File: src/rtl/idframe_ser.sv
module idframe_ser #(
  parameter int CLKS_PER_BIT = 32
) (
  input  logic        clk,
  input  logic        rst_n,
  input  logic        enable,
  input  logic        animal_flag,
  input  logic [13:0] reserved_code,
  input  logic        extra_flag,
  input  logic [9:0]  country_code,
  input  logic [37:0] national_code,
  input  logic [23:0] ext_value,
  output logic        ser_bit,
  output logic        frame_start
);
  localparam int FRAME_BITS = 128;
  localparam int IDX_W      = $clog2(FRAME_BITS);
  localparam int DIV_W      = (CLKS_PER_BIT > 1) ? $clog2(CLKS_PER_BIT) : 1;
  localparam int HDR_ZEROS  = 10;
  localparam int GROUP_W    = 8;
  localparam int SLOT_W     = GROUP_W + 1;
  localparam int PAY_BITS   = 64 + 16 + 24;
  localparam int GROUPS     = PAY_BITS / GROUP_W;
  localparam int PAY_START  = HDR_ZEROS + 1;
  localparam logic [15:0] CRC_POLY_REF = 16'h8408;

  logic [63:0]           id_code;
  logic [15:0]           crc_val;
  logic [PAY_BITS-1:0]   payload;
  logic [FRAME_BITS-1:0] frame_next;
  logic [FRAME_BITS-1:0] frame_q;
  logic [DIV_W-1:0]      div_q;
  logic [IDX_W-1:0]      idx_q;
  logic                  running_q;
  logic                  bit_end;
  logic                  last_bit;

  function automatic logic [15:0] crc_of(input logic [63:0] d);
    logic [15:0] c;
    logic [63:0] s;
    c = '0;
    s = d;
    for (int i = 0; i < 64; i++) begin
      if (c[0] ^ s[0]) c = (c >> 1) ^ CRC_POLY_REF;
      else             c = c >> 1;
      s = s >> 1;
    end
    return c;
  endfunction

  assign id_code = {national_code, country_code, extra_flag, reserved_code, animal_flag};
  assign crc_val = crc_of(id_code);
  assign payload = {ext_value, crc_val, id_code};

  assign frame_next[HDR_ZEROS:0] = {1'b1, {HDR_ZEROS{1'b0}}};
  for (genvar g = 0; g < GROUPS; g++) begin : g_slot
    assign frame_next[PAY_START + SLOT_W*g +: GROUP_W] = payload[GROUP_W*g +: GROUP_W];
    assign frame_next[PAY_START + SLOT_W*g + GROUP_W]  = 1'b1;
  end

  assign bit_end  = (div_q == DIV_W'(CLKS_PER_BIT - 1));
  assign last_bit = (idx_q == IDX_W'(FRAME_BITS - 1));

  always_ff @(posedge clk or negedge rst_n) begin
    if (!rst_n) begin
      running_q <= 1'b0;
      div_q     <= '0;
      idx_q     <= '0;
      frame_q   <= '0;
    end else if (!enable) begin
      running_q <= 1'b0;
      div_q     <= '0;
      idx_q     <= '0;
    end else if (!running_q) begin
      running_q <= 1'b1;
      div_q     <= '0;
      idx_q     <= '0;
      frame_q   <= frame_next;
    end else if (bit_end) begin
      div_q <= '0;
      idx_q <= idx_q + 1'b1;
      if (last_bit) frame_q <= frame_next;
    end else begin
      div_q <= div_q + 1'b1;
    end
  end

  assign ser_bit     = running_q & frame_q[idx_q];
  assign frame_start = running_q && (idx_q == '0) && (div_q == '0);
endmodule

File: config.mk
export PLATFORM = sky130hd
export DESIGN_NAME = idframe_ser
export DESIGN_NICKNAME = d
export VERILOG_FILES = /design/src/rtl/idframe_ser.sv
export SDC_FILE = /design/constraint.sdc
export NUM_CORES = 1
export LEC_CHECK = 0
export BUFFER_PORTS_ARGS = -buffer_cell sky130_fd_sc_hd__buf_4
export CAP_MARGIN = 20
export CORE_MARGIN = 2
export CORE_UTILIZATION = 60
export DETAILED_ROUTE_END_ITERATION = 12
export PLACE_DENSITY = 0.82
export SLEW_MARGIN = 0
export SYNTH_ARGS = -nofsm -noshare
export SYNTH_HDL_FRONTEND = slang
export SYNTH_SLANG_ARGS = --single-unit
File: constraint.sdc
create_clock -name clk -period 10.77 [get_ports clk]
set_input_delay 3.231 -clock clk [delete_from_list [all_inputs] [get_ports clk]]
set_output_delay 3.231 -clock clk [all_outputs]
set_load 0.005 [all_outputs]
==> results of run 1 <==
## registers in the layout, indices dropped and copies added (netlist names)
signal / cells
idx_q: 7
div_q: 5
frame_q: 105
running_q: 1
## critical path, stage by stage
cell     delay (ps)
buf_4           120
xnor3_2         550
xnor2_4         220
xnor2_1         420
xnor3_1         540
xnor3_1         500
xnor2_1         490
xnor2_1         310
xnor2_1         240
o21ai_0          90
## area by class of cell
type                    count  area (um2)
fillers                   867        3460
repair buffers             96         721
inverters                   4        15.0
clock inverters             4         120
clock buffers              25         485
flip-flops and latches    118        2950
multi-input cells         411        4750
well taps                 172         215
## final timing paths
kind | from | end | slack, ps
max | reserved_code[3] | frame_q[83]$_DFFE_PN0P_ | 4310
min | frame_q[89]$_DFFE_PN0P_ | frame_q[89]$_DFFE_PN0P_ | 480
max reg2reg | div_q[0]$_DFF_PN0_ | frame_q[22]$_DFFE_PN0P_ | 7410
min reg2reg | frame_q[89]$_DFFE_PN0P_ | frame_q[89]$_DFFE_PN0P_ | 480
max in group asynchronous | rst_n | idx_q[0]$_DFFE_PN0P_ | 6590
min in group asynchronous | rst_n | frame_q[120]$_DFFE_PN0P_ | 2890
## layer usage
metal,vias up,part of all wire [%]
met5,-,0
met4,0,2.2
met3,33,5.1
met2,148,50
met1,2440,43
li1,2166,-
## cell families after synthesis
family / after synthesis / share of synthesized area, %
AOI/OAI and AO/OA: 40 / 3.21
buffers and inverters: 35 / 2.29
adders and majority gates: 5 / 0.794
DFF: 118 / 37.5
xor gates and xnor gates: 186 / 31.3
muxes: 124 / 21.5
and+or+nand+nor: 56 / 3.43
## per-stage QoR
step,std cells,area (um2),util [%]
detailed placement,801,8660,68.0
floorplan,564,7880,-
global route,830,9260,72.8
global placement,801,8660,68.0
CTS,830,9260,72.8
finish,830,9260,72.8
## cell usage in the layout (no fill, tap or decap), drive strengths merged, types with 3 or more instances in the layout
master,count
nor2,9
xnor3,39
nor2b,3
buf,96
nand3,3
nand2b,3
xor3,6
dfrtp,118
ha,5
clkbuf,25
nor3,5
xnor2,102
mux2,91
a22oi,8
bufinv,4
inv,4
a21oi,3
mux2i,6
mux4,27
xor2,39
nand2,23
o21ai,18
==> reports/summary.txt, run 1 <==
top cells by count, synth -> dfrtp_1 (118), mux2_2 (91), xnor2_1 (89)
Synth Flop Type -> dfrtp_1
Max-Cap Viols -> 0
H-Tree Level Count -> 4
Antenna Cells -> 0
die extent in x -> 119 um
total gr overflow -> 0
fraction of layout cells with a size suffix above 1 -> 40.9%
core box area -> 12700 um2
Yosys top cell area share -> 37.5%
CTS tree -> yes
met1 usage -> 36.8%
worst hold path stage count -> 2
Avg Cell Area, Syn -> 14.0 um2
Post-synth EDFFs -> 0
synthesized instance count -> 564
DRT Pass-1 Iters -> 5
Die Area -> 14100 um2
critical path type -> primary input to register
Initial Util -> 61.9%
grt peak-use layer -> met2
Seq cells post-synth -> 118
syn_nets -> 660
area leader, netlist -> dfrtp_1
Setup-failing EPs final -> 0
Final min period -> 6460 ps
Root Buffer -> clkbuf_16
clock latency on the worst-skew pair -> 420 ps
YS warnings -> 0
Final ANT Viol Nets -> 0
Setup WS post-layout -> 4310 ps
Post-Route WL -> 18000 um
RSZ-0062 raised after global routing -> false
mapped cell area -> 7880 um2
CP Capture Type -> register
Clock Pin Slew Worst Setup and Hold Paths -> 50 ps
top-level I/O count -> 93
num rows -> 41
Syn-to-layout area delta -> 17.6%
crit path max fanout -> 5
Worst-Margin Slew -> 969 ps
placer congestion estimate -> 0.900
final hold viol count -> 0
Synth area leaders -> dfrtp_1 (37%), mux2_2 (13%), xnor2_1 (9.9%)
status -> finished, final reports clean
routed vias/inst -> 5.77
post-cts resize count -> 0
async set or reset register ratio after synthesis -> 100%
Min Hold Slack -> 480 ps
max frequency -> 0.155 GHz
Hold WC Path Type -> register to register
met3 Use GR -> 6.03%
CP Data Arrival Time -> 6710 ps
Slew Limit Fails -> 0
Post-Route Skew -> 12.2 ps
M2 GR Usage -> 45.3%
DP Wirelength -> 13400 um
pin count of the biggest net entering global routing -> 85
DR WL/cell -> 21.7 um
pre-CTS setup slack -> 3920 ps
Slew Limit Headroom -> 35.4%
final worst-path cycle share -> 60.0%
CTS Buf Count -> 17
setup TNS -> 0 ps
CTS Sinks -> 118
# Post-CTS Setup Buffers -> 0
most common cell in the synthesized netlist -> dfrtp_1
CP startpoint kind -> primary input
Starting DRT DRC Count -> 275
CTS Buffer Depth -> 2
Die Span Y -> 119 um
# port buffers -> 92
vias in the first global route -> 5234
final layout net count -> 744
unique cell type count in the Yosys netlist -> 46
DR DRC count -> 0
first-pass GRT wire length -> 29300 um
sequential area share after synthesis -> 37.5%
antenna violations before repair -> 0
worst endpoint required time -> 11020 ps
Hold Buf Count CTS -> 0
GRT Util Overall -> 27.8%
Worst R2R Path Depth -> 10
DR vias -> 4787
Power of run 1 is left out: the tool's default activity adds up to more than one toggle a clock period on the data nets, which glitch-free logic cannot reach.
==> run 2, diff against run 1 <==
Settings changed: CORE_UTILIZATION 60 to 54, PLACE_DENSITY 0.82 to 0.78.
Clock period 10.77 ns to 5.85 ns, I/O delays scaled along.
==> run 2 against run 1 <==
Critical path depth unchanged. Worst hold slack gained 6.2 ps. Sequential cell count unchanged. First-iteration DRC count up 23%. Clock skew decreased by 6.2 ps.
==> reports/summary.txt, run 2 (synthesis gave the netlist of run 1 again) <==
Final ANT Viol Nets -> 0 (unchanged)
Starting DRT DRC Count -> 338 (+23%)
final layout net count -> 746 (+0.27%)
routed vias/inst -> 5.57 (-3.4%)
r2r setup slk -> 2430 ps (-4980 ps)
CP Data Arrival Time -> 5210 ps (-1500 ps)
Post-Route Skew -> 5.99 ps (-6.18 ps)
Top Registers -> frame_q: 105 flops, idx_q: 7 flops, div_q: 5 flops
GRT Util Overall -> 25.3% (-2.5 points)
core box area -> 14400 um2 (+13%)
Crit path top cell by count -> xnor2_1
highest-count cells in the layout ignoring fill and taps -> dfrtp_1 (117), buf_4 (98), mux2_2 (91), xnor2_1 (89), xor2_1 (37)
DRT Pass-1 Iters -> 4 (-1)
CP bufs+invs -> 1 (unchanged)
top-level I/O count -> 93 (unchanged)
final instance area -> 9280 um2 (+0.15%)
Root Buffer -> clkbuf_16
Slew Limit Fails -> 0 (unchanged)
# Post-CTS Setup Buffers -> 0 (unchanged)
# port buffers -> 92 (unchanged)
Reg with most FFs -> frame_q
DP Wirelength -> 14000 um (+4.9%)
RSZ-0062 raised after global routing -> false
Syn-to-layout area delta -> 17.8%
final worst-path cycle share -> 84.6%
DR DRC count -> 0 (unchanged)
Die Span Y -> 125 um (+5.2%)
final hold viol count -> 0 (unchanged)
critical path's slowest cell -> xnor3_1
worst hold path stage count -> 2 (unchanged)
Hold Crit Start -> frame_q[99]$_DFFE_PN0P_
CTS Buf Count -> 17 (unchanged)
max reg flops -> 105 (unchanged)
Non-Filler Instances -> 847 (+2.0%)
Hold WC Path Type -> register to register
vias in the first global route -> 5042 (-3.7%)
Max-Cap Viols -> 0 (unchanged)
max frequency -> 0.202 GHz
crit path max fanout -> 5 (unchanged)
Post-Route WL -> 18500 um (+2.6%)
clock latency on the worst-skew pair -> 420 ps (about the same)
r2r endpoint -> frame_q[16]$_DFFE_PN0P_
Hold Buf Count CTS -> 0 (unchanged)
Reg2Reg Launch Point -> div_q[0]$_DFF_PN0_
CTS Buffer Depth -> 2 (unchanged)
CTS Sinks -> 118 (unchanged)
placer congestion estimate -> 0.919 (+2.1%)
Placed Instances -> 815 (+1.7%)
H-Tree Level Count -> 4 (unchanged)
# fillers -> 1080 (+25%)
die extent in x -> 125 um (+5.2%)
Initial Util -> 54.8% (-7.1 points)
worst endpoint required time -> 6100 ps (-4920 ps)
Antenna Cells -> 0 (unchanged)
DR WL/cell -> 21.8 um (+0.56%)
CP Capture Type -> register
Final min period -> 4950 ps
max incr delay on CP -> 560 ps (about the same)
Worst-Margin Slew -> 981 ps (+11.7 ps)
Placed Area -> 8690 um2 (+0.35%)
Hold EP -> frame_q[99]$_DFFE_PN0P_
setup TNS -> 0 ps (unchanged)
antenna violations before repair -> 0 (unchanged)
critical-path cell list -> buf_4 > xnor3_2 > xnor2_4 > xnor2_1 > xnor3_1 > xnor3_1 > xnor2_1 > xnor2_1 > xnor2_1 > o21ai_0
num rows -> 44 (+7.3%)
Slew Limit Headroom -> 34.6% (-0.78 points)
Worst R2R Path Depth -> 10 (unchanged)
Clock Pin Slew Worst Setup and Hold Paths -> 60 ps (about the same)
Setup-failing EPs final -> 0 (unchanged)
cell family with most CP delay -> XOR/XNOR gates
pin count of the biggest net entering global routing -> 81 (-4.7%)
post-cts resize count -> 0 (unchanged)
CP startpoint kind -> primary input
first-pass GRT wire length -> 29600 um (+0.99%)
Setup WS post-layout -> 899 ps (-3410 ps)
most common cell after layout, fill and taps aside -> dfrtp_1
DR vias -> 4717 (-1.5%)
CTS tree -> yes
critical path type -> primary input to register
total gr overflow -> 0 (unchanged)
Die Area -> 15600 um2 (+11%)
fraction of layout cells with a size suffix above 1 -> 41.9% (+1.0 points)
status -> finished, final reports clean
pre-CTS setup slack -> 507 ps (-3410 ps)
==> run 2: cell types whose count changed in the layout (fill, tap and decap cells not counted) <==
cell        delta
clkbuf_8       -2
inv_6          +3
clkbuf_1       -4
bufinv_16      -2
clkinv_2       +1
clkinv_4       +2
clkinvlp_4     +5
buf_4          +2
==> run 2: per-layer routing <==
layer / global-route usage (%) / share of wire, % / wire, um
met1: 34.3 / 44 / 8040
met2: 42.1 / 51 / 9470
met3: 5.50 / 4.0 / 748
met4: 5.62 / 1.2 / 216
met5: 0 / 0 / 0
==> run 2: area by class of cell <==
type	instances	area (um2)	area share, %
multi-input combinational	411	4750	51.2
sequential	118	2950	31.8
timing repair buffer	98	736	7.93
clock buffer	19	443	4.77
tap	184	230	2.48
clock inverter	13	146	1.58
inverter	4	15.0	0.162
==> run 2: worst min-delay path, stage by stage, from the launching register on <==
cell	delay [ps]
dfrtp_1	340
nand2_1	50
o21ai_0	60
==> run 2: worst max-delay path by stage <==
stage	start	to	slack, ps	cells after the start
after detailed placement	reserved_code[1]	frame_q[94]$_DFFE_PN0P_	510	11
after global placement	reserved_code[3]	frame_q[90]$_DFFE_PN0P_	520	10
after floorplan	animal_flag	frame_q[94]$_DFFE_PN0P_	780	11
final	reserved_code[3]	frame_q[83]$_DFFE_PN0P_	900	10
after global routing	reserved_code[3]	frame_q[86]$_DFFE_PN0P_	800	11
after CTS	reserved_code[3]	frame_q[83]$_DFFE_PN0P_	930	10
==> run 2: metrics by stage <==
stage	hold WS, ps	util, %
floorplan	444	-
global placement	460	60.5
detailed placement	470	60.5
CTS	483	64.6
global route	510	64.6
finish	486	64.6
Power of run 2 is left out for the same reason.
==> run 3, diff against run 2 <==
Settings changed: CORE_UTILIZATION 54 to 60, PLACE_DENSITY 0.78 to 0.82.
Clock period 5.85 ns to 4.8 ns, I/O delays scaled along.
==> run 3 against run 2 <==
Clock skew increased by 2.3 ps. Routed wire length increased by 0.76%. Worst hold slack about the same. Non-clock buffer count increased by 25. Core utilization increased by 9.3 points. First-iteration DRC count increased by 5.3%. Critical path type unchanged. Critical endpoint is now frame_q[84]$_DFFE_PN0P_. Highest routed layer unchanged.
==> reports/summary.txt, run 3 (synthesis gave the netlist of run 1 again) <==
Setup-failing EPs final -> 0 (unchanged)
Hold Crit Start -> frame_q[83]$_DFFE_PN0P_
Slew Limit Fails -> 0 (unchanged)
total gr overflow -> 0 (unchanged)
GRT Util Overall -> 28.7% (+3.4 points)
Clock Pin Slew Worst Setup and Hold Paths -> 50 ps (about the same)
max frequency -> 0.226 GHz
Non-Filler Instances -> 859 (+1.4%)
CP startpoint kind -> primary input
Placed Instances -> 828 (+1.6%)
final worst-path cycle share -> 92.3%
Starting DRT DRC Count -> 356 (+5.3%)
clock latency on the worst-skew pair -> 420 ps (about the same)
pin count of the biggest net entering global routing -> 74 (-8.6%)
max reg flops -> 105 (unchanged)
# port buffers -> 92 (unchanged)
routed vias/inst -> 5.67 (+1.8%)
CTS tree -> yes
Root Buffer -> clkbuf_16
top-level I/O count -> 93 (unchanged)
final hold viol count -> 0 (unchanged)
Final Util -> 73.9% (+9.3 points)
critical path capture point -> frame_q[84]$_DFFE_PN0P_
H-Tree Level Count -> 4 (unchanged)
core box area -> 12700 um2 (-11%)
antenna violations before repair -> 0 (unchanged)
Min Hold Slack -> 486 ps (-0.467 ps)
CP bufs+invs -> 3 (+2)
multi-input gate area in the final layout -> 4750 um2 (unchanged)
fraction of layout cells with a size suffix above 1 -> 43.8% (+1.9 points)
Final min period -> 4430 ps
# fillers -> 882 (-18%)
post-cts resize count -> 0 (unchanged)
Hold WC Path Type -> register to register
Post-Route WL -> 18600 um (+0.76%)
Reg2Reg Launch Point -> idx_q[0]$_DFFE_PN0P_
DR WL/cell -> 21.7 um (-0.64%)
Syn-to-layout area delta -> 19.3%
RSZ-0062 raised after global routing -> false
register area -> 2950 um2 (unchanged)
die extent in x -> 119 um (-5.0%)
placer congestion estimate -> 0.912 (-0.73%)
cell family with most CP delay -> XOR/XNOR gates
vias in the first global route -> 5368 (+6.5%)
r2r endpoint -> frame_q[60]$_DFFE_PN0P_
Hold Buf Count CTS -> 0 (unchanged)
Worst Setup SP -> reserved_code[3]
Final ANT Viol Nets -> 0 (unchanged)
max incr delay on CP -> 550 ps (about the same)
Slew Limit Headroom -> 33.7% (-0.94 points)
worst endpoint required time -> 5090 ps (-1010 ps)
pre-CTS setup slack -> -48.1 ps (-555 ps)
Top Registers -> frame_q: 105 flops, idx_q: 7 flops, div_q: 5 flops
r2r setup slk -> 1500 ps (-930 ps)
num rows -> 41 (-6.8%)
CTS Buffer Depth -> 2 (unchanged)
first-pass GRT wire length -> 30100 um (+1.8%)
DP Wirelength -> 14200 um (+1.5%)
CP Capture Type -> register
# Post-CTS Setup Buffers -> 0 (unchanged)
Antenna Cells -> 0 (unchanged)
most common cell after layout, fill and taps aside -> buf_4
status -> finished, final reports clean
Worst-Margin Slew -> 995 ps (+14.1 ps)
CP Data Arrival Time -> 4730 ps (-480 ps)
CTS Sinks -> 118 (unchanged)
CTS Buf Count -> 17 (unchanged)
Crit path top cell by count -> buf_4
Reg with most FFs -> frame_q
DR vias -> 4872 (+3.3%)
DR DRC count -> 0 (unchanged)
final layout net count -> 771 (+3.4%)
Max-Cap Viols -> 0 (unchanged)
highest-count cells in the layout ignoring fill and taps -> buf_4 (123), dfrtp_1 (117), mux2_2 (91), xnor2_1 (89), xor2_1 (37)
Worst R2R Path Depth -> 10 (unchanged)
critical-path cell list -> buf_4 > xnor3_2 > xnor2_4 > buf_4 > xnor2_1 > buf_4 > xnor3_2 > xor2_2 > xnor3_1 > xnor2_2 > xnor2_2 > xnor2_1 > o21ai_1
crit path max fanout -> 5 (unchanged)
Die Area -> 14100 um2 (-9.7%)
DRT Pass-1 Iters -> 6 (+2)
Die Span Y -> 119 um (-5.0%)
instance count on the critical path -> 13 (+3)
Setup WS post-layout -> 368 ps (-531 ps)
critical path type -> primary input to register
Post-Route Skew -> 8.33 ps (+2.34 ps)
Initial Util -> 61.9% (+7.1 points)
critical path's slowest cell -> xnor3_2
run 3: cell types whose count changed in the layout (fill, tap and decap cells not counted), sizes merged:
cell      change
bufinv        -2
clkinvlp      -4
clkinv        +4
clkbuf        +4
buf          +25
inv           -3
run 3: cell type report:
type,count,share of cell area (%)
tap,172,2.29
multi-input combinational,411,50.6
clock buffer,23,5.19
inverter,4,0.160
sequential,118,31.4
timing repair buffer,123,9.83
clock inverter,8,0.533
run 3: metrics by stage:
| step | TNS, ps | cell area [um2] |
|---|---|---|
| 2_1_floorplan | 0 | 7880 |
| 3_3_place_gp | 0 | 8860 |
| 3_5_place_dp | -49.1 | 8860 |
| 4_1_cts | 0 | 9400 |
| 5_1_grt | 0 | 9400 |
| 6_report | 0 | 9400 |
run 3: tightest hold or removal path: cells and delay by family (launching register included):
family,cells,cell delay (ps)
compound gates,1,60
flops,1,340
simple gates,1,50
run 3: per-layer routing:
layer	wire, um	share of wire, %	track usage, %
met3	744	4.0	6.52
met2	9450	51	47.7
met4	579	3.1	11.1
met1	7850	42	36.7
met5	0	0	0
run 3: how the worst min path moves through the flow:
stage,depth (start not counted),slack [ps],endpoint
after global routing,1,510,frame_q[29]$_DFFE_PN0P_
after detailed placement,2,470,frame_q[87]$_DFFE_PN0P_
after floorplan,2,440,frame_q[90]$_DFFE_PN0P_
after CTS,2,490,frame_q[83]$_DFFE_PN0P_
final,2,490,frame_q[83]$_DFFE_PN0P_
after global placement,2,460,frame_q[88]$_DFFE_PN0P_
Power of run 3 is left out for the same reason.
